File: config.mk
export PLATFORM = sky130hd
export DESIGN_NAME = pin_irq_ctrl
export DESIGN_NICKNAME = d
export VERILOG_FILES = /design/src/rtl/pin_irq_ctrl.sv
export SDC_FILE = /design/constraint.sdc
export NUM_CORES = 1
export LEC_CHECK = 0
export BUFFER_PORTS_ARGS = -buffer_cell sky130_fd_sc_hd__buf_2
export CORE_AREA = 2 2 82 84
export DETAILED_ROUTE_END_ITERATION = 16
export DIE_AREA = 0 0 84 86
export HOLD_SLACK_MARGIN = 0.02
export PLACE_DENSITY = 0.78
export SYNTH_ARGS = -nofsm -noshare
export SYNTH_HDL_FRONTEND = slang
export SYNTH_SLANG_ARGS = --single-unit
File: constraint.sdc
create_clock -name clk -period 1.07 [get_ports clk]
set_input_delay 0.107 -clock clk [delete_from_list [all_inputs] [get_ports clk]]
set_output_delay 0.107 -clock clk [all_outputs]
set_load 0.01 [all_outputs]
File: src/rtl/pin_irq_ctrl.sv
module pin_irq_ctrl #(
  parameter int N = 8
) (
  input  logic         clk,
  input  logic         rst_n,
  input  logic [N-1:0] pin_i,
  input  logic [2:0]   reg_addr,
  input  logic         reg_we,
  input  logic [N-1:0] reg_wdata,
  output logic [N-1:0] reg_rdata,
  output logic [N-1:0] pull_up_o,
  output logic [N-1:0] pull_dn_o,
  output logic         irq_o
);
  localparam logic [2:0] A_DIR = 3'd0, A_PEN = 3'd1, A_POL = 3'd2,
                         A_IEN = 3'd3, A_FLG = 3'd4;

  logic [N-1:0] dir, pen, pol, ien, flag;
  logic [N-1:0] meta, sync, prev;
  logic [N-1:0] rise, fall, hit, clr;

  assign rise = sync & ~prev;
  assign fall = ~sync & prev;
  assign hit  = ~dir & ((pol & rise) | (~pol & fall));
  assign clr  = (reg_we && reg_addr == A_FLG) ? reg_wdata : '0;

  always_ff @(posedge clk or negedge rst_n)
    if (!rst_n) begin
      meta <= '0;
      sync <= '0;
      prev <= '0;
    end else begin
      meta <= pin_i;
      sync <= meta;
      prev <= sync;
    end

  always_ff @(posedge clk or negedge rst_n)
    if (!rst_n) begin
      dir <= '0;
      pen <= '0;
      pol <= '0;
      ien <= '0;
    end else if (reg_we) begin
      case (reg_addr)
        A_DIR:   dir <= reg_wdata;
        A_PEN:   pen <= reg_wdata;
        A_POL:   pol <= reg_wdata;
        A_IEN:   ien <= reg_wdata;
        default: ;
      endcase
    end

  always_ff @(posedge clk or negedge rst_n)
    if (!rst_n) flag <= '0;
    else        flag <= (flag & ~clr) | hit;

  always_ff @(posedge clk or negedge rst_n)
    if (!rst_n) irq_o <= 1'b0;
    else        irq_o <= |(flag & ien);

  always_comb
    case (reg_addr)
      A_DIR:   reg_rdata = dir;
      A_PEN:   reg_rdata = pen;
      A_POL:   reg_rdata = pol;
      A_IEN:   reg_rdata = ien;
      A_FLG:   reg_rdata = flag;
      default: reg_rdata = '0;
    endcase

  assign pull_up_o = ~dir & pen & ~pol;
  assign pull_dn_o = ~dir & pen & pol;
endmodule


# Word level (Yosys, flattened, before mapping)
# Cells that the tools add are included.
# classes
reduce_logical,7
muxes,2
bitwise_logic,17
n_eq_ne,4
# op_table
op,n
AND 8 bit,10
inverter 8 bit,5
case mux 8 bit (5 select lines),1
bitwise OR 8 bit,2
2-to-1 mux 8 bit,1
AND reduction 2 bit,4
OR reduction 8 bit,1
== test 3 x 2 -> 1 bit (second input constant),2
== test 3 x 1 -> 1 bit (second input constant),1
== test 3 bit (second input constant),1
zero test 3 bit,1
logical AND 1 bit,1
# word_totals
regBits,65
input_bits,22
elab_cells,39

# Depth between registers and ports, before layout
# logic_depth
word_depth,6
mapped_depth,5
mapped_depth_nobuf,3

# Worst setup path before layout
# Ideal clock, no wire load.
# synth_timing
path_kind,input -> register
start,input port reg_addr[1]
end,register pen[0]
path_slack_ps,-167
t_arrival_ps,1112
stages,3
t_required_ps,945
setup_time_ps,125
path_cell_list,buf_2 > nor4b_4 > mux2_2
# synth_via
elab_chain_cells,2
# synth_lines
element,line_no,source
start: declaration,7,"input logic [2:0] reg_addr,"
== test 3 x 1 -> 1 bit,45,case (reg_addr)
AND reduction 2 bit (no source line),-,
end signal: assignment,47,A_PEN: pen <= reg_wdata;
end: declaration,18,"logic [N-1:0] dir, pen, pol, ien, flag;"
# No other way between the ends.
# A chain may end at the register's enable or synchronous reset.

# Worst setup path after layout
# layout_timing
start,register ien[7]
end,output port reg_rdata[7]
# layout_via
elab_chain_cells,1
# layout_lines
element,line_no,source
start: declaration,18,
start signal: assignment,49,A_IEN: ien <= reg_wdata;
case mux 8 bit (5 select lines),63,case (reg_addr)
end: declaration,10,"output logic [N-1:0] reg_rdata,"
# No other way between the ends.

==> impl_metrics.ini <==
[run_status]
status = finished with violations
violations = setup timing

[placement]
portBuffers = 46
place_congestion = 0.8947
dp_cells = 368
post-dp-hpwl_um = 4713

[critical_path]
worst_path_largest_cell_delay_ns = 0.40
crit_family = flip-flops
ff2ff_path_depth = 5
crit_fanout = 2
criticalPathCategory = flip-flop to primary output
endpoint_kind = primary output
r2r_slack_ns = -0.16
cp_num_cells = 4
crit_slowest_cell = dfrtp_1
crit_path_start_kind = flip-flop
timing.rr.start = dir[6]
cp.required_ns = 0.96
endpoint = reg_rdata[7]
cp-startpoint = ien[7]
crit_buf_inv = 1
timing.rr.end = dir[6]
crit_chain = mux2_4 -> a32oi_2 -> o21ai_1 -> buf_2
critPathArrivalTime_ns = 1.43

[global_route]
met1_usage = 0.2626
top_usage_layer = met2
grt_pass1_wl_um = 11140
grt_pass1_vias = 2244
gr-usage-met3 = 0.07315
grt_antenna_before_repair = 0
grt_max_degree = 30
grt_overflow = 0
grt_usage = 0.2006
use_met2 = 0.3135

[power]
p_switching_mw = 1.987
peakVddDrop_mv = 0.9621
totalPowerFinal_mw = 6.904
swShare = 0.2878
seqPwrFrac = 0.465
p_clk_frac = 0.263
power_frac_comb = 0.272
p_int_mw = 4.917
leakage_nw = 1.872
power.density_mw_per_mm2 = 1728

[logic_synthesis]
synth-edff-count = 0
syn-instance-count = 210
synth_largest_area_cell = dfrtp_1
synth_commonest_cells = dfrtp_1, mux2_2, and3b_1
yosys_warnings = 0
postSynthAreaPerCell_um2 = 13.37
ys_seq_area_frac = 0.5793
syn_area_mm2 = 0.002808
synth.area.top_cells = dfrtp_1, mux2_2, and3b_1
synth_cell_types = 22
synth_most_common_cell = dfrtp_1
synthArstFlopShare = 1.000
synth_seq_cells = 65
syn_nets = 232
yosysTopAreaCellShare = 0.5793
synth_flop_cell = dfrtp_1

[clock_network]
ctsRootBufferMaster = clkbuf_8
clock_latency_ns = 0.34
numCtsBuffers = 9
clk_pin_slew_ns = 0.07
clock-sinks = 65
clockBufferDepth = 2
h-tree-depth = 3
cts_tree = built

[cells_and_area]
final_cell_count_no_fill = 399
diodes = 0
drive_gt1_frac = 0.5466
synthToLayoutAreaGrowth_pct = 42.34
nets = 341

[timing]
clock.fmax_mhz = 651.9
setup_viol = 29
finClkSkew_ns = 0.007393
fin_crit_sh = 1.434
rsz0062_at_grt = yes
setup_slack_ns = -0.4640
layout_min_cycle_time_ns = 1.534
hold_violations = 0
tightestPinTransition_ns = 0.3365
maxSlewHeadroom = 0.7726
slew_viol_final = 0

[routing]
viasPerCell = 5.544
num_vias = 2212
ant_nets = 0
avgRoutedWirePerCell_um = 17.63
drc = 0
first_pass_iters = 4
routed_wl_um = 7034
first_iter_violations = 157

[die]
start_util = 0.4473
rows = 29
die_w_um = 84
die_h_um = 86
core-area_mm2 = 0.006277
die-area_mm2 = 0.007224
io_pins = 47

[job]
drv_cap = 0

[worst_hold_path]
worstHoldPathType = input pin to flip-flop
kinds of logic (layout without fill, tap and decap cells):
family | after synthesis | after routing | synth area share
AO/OA/AOI/OAI | 44 | 44 | 0.1110
buffers and inverters | 10 | 122 | 0.01515
flip-flops | 65 | 65 | 0.5793
multiplexers | 40 | 40 | 0.1604
AND/OR/NAND/NOR | 51 | 51 | 0.1341
registers in the layout, summed over array words and instances (netlist names), 8 cells and up:
signal and cells:
dir 8, pol 8, meta 8, sync 8
ien 8, prev 8, pen 8, flag 8
worst register-to-register path, stage by stage, from the launching register on:
cell and delay (ns):
dfrtp_1 0.40, buf_6 0.12, buf_6 0.10, buf_4 0.12, buf_4 0.13, mux2_2 0.25
power groups by stage:
stage                     Sequential, mW  Combinational (mW)  Clock (mW)
after floorplan                     3.14               0.840           0
after global routing                3.26                2.04        1.98
after detailed placement            3.19                1.55           0
after CTS                           3.17                1.73        1.84
after global placement              3.18                1.50           0
final                               3.21                1.88        1.82
cell type report:
cell class | count | area, um2
clock inverter | 3 | 17.52
inverter | 1 | 3.754
clock buffer | 11 | 151.4
sequential | 65 | 1627
timing repair buffer | 107 | 815.8
multi-input combinational | 135 | 1285
tap | 77 | 96.34
fill | 482 | 2281
layer usage:
metal / share of wire / up-vias
li1: - / 1016
met1: 0.44 / 1103
met2: 0.47 / 80
met3: 0.065 / 13
met4: 0.023 / 0
met5: 0 / -
how the worst min path moves through the flow:
stage / startpoint / to / slack, ns / cells after the start
2_1_floorplan: rst_n / dir[0] / -0.19 / 0
3_3_place_gp: rst_n / meta[4] / 0.03 / 1
3_5_place_dp: rst_n / meta[4] / 0.03 / 1
4_1_cts: reg_wdata[7] / pol[7] / 0.05 / 2
5_1_grt: reg_wdata[7] / dir[7] / 0.06 / 2
6_report: reg_wdata[7] / dir[7] / 0.07 / 2
per-stage QoR:
stage | worst slack, ns | area [um2] | util | hold WS [ns] | TNS (ns)
after floorplan | -0.1190 | 2875 | - | -0.1886 | -2.228
after global placement | -0.3134 | 3522 | 0.5611 | 0.03166 | -8.961
after global routing | -0.5240 | 3996 | 0.6366 | 0.06422 | -8.868
final | -0.4640 | 3996 | 0.6366 | 0.06637 | -7.341
after detailed placement | -0.3309 | 3522 | 0.5611 | 0.03179 | -9.850
after CTS | -0.4364 | 3892 | 0.6201 | 0.05473 | -6.959
cells in the final DEF, fill, tap and decap left out, types with 2 or more instances in the layout:
cell           instances
a21oi_1                2
a21oi_2                6
a22oi_1                9
a22oi_2                2
a32oi_1                7
and3b_1               16
buf_12                 4
buf_2                 45
buf_4                 34
buf_6                 14
clkbuf_8              11
clkinv_2               2
dfrtp_1               65
dlygate4sd3_1          9
mux2_2                28
mux2_4                12
nand2_1                9
nor2_1                 8
nor2b_1                2
nor3b_2                7
nor4b_4                2
o21ai_1                8
o2bb2ai_1              7
timing repair:
action,CTS,global route
hold buffers,9,0
endpoints found under the hold margin,73,0
setup endpoints to repair,24,40
buffers inserted,5,10
gates resized for setup,27,21
pin swaps,8,10
No activity file was read; power rests on OpenSTA's default activity.
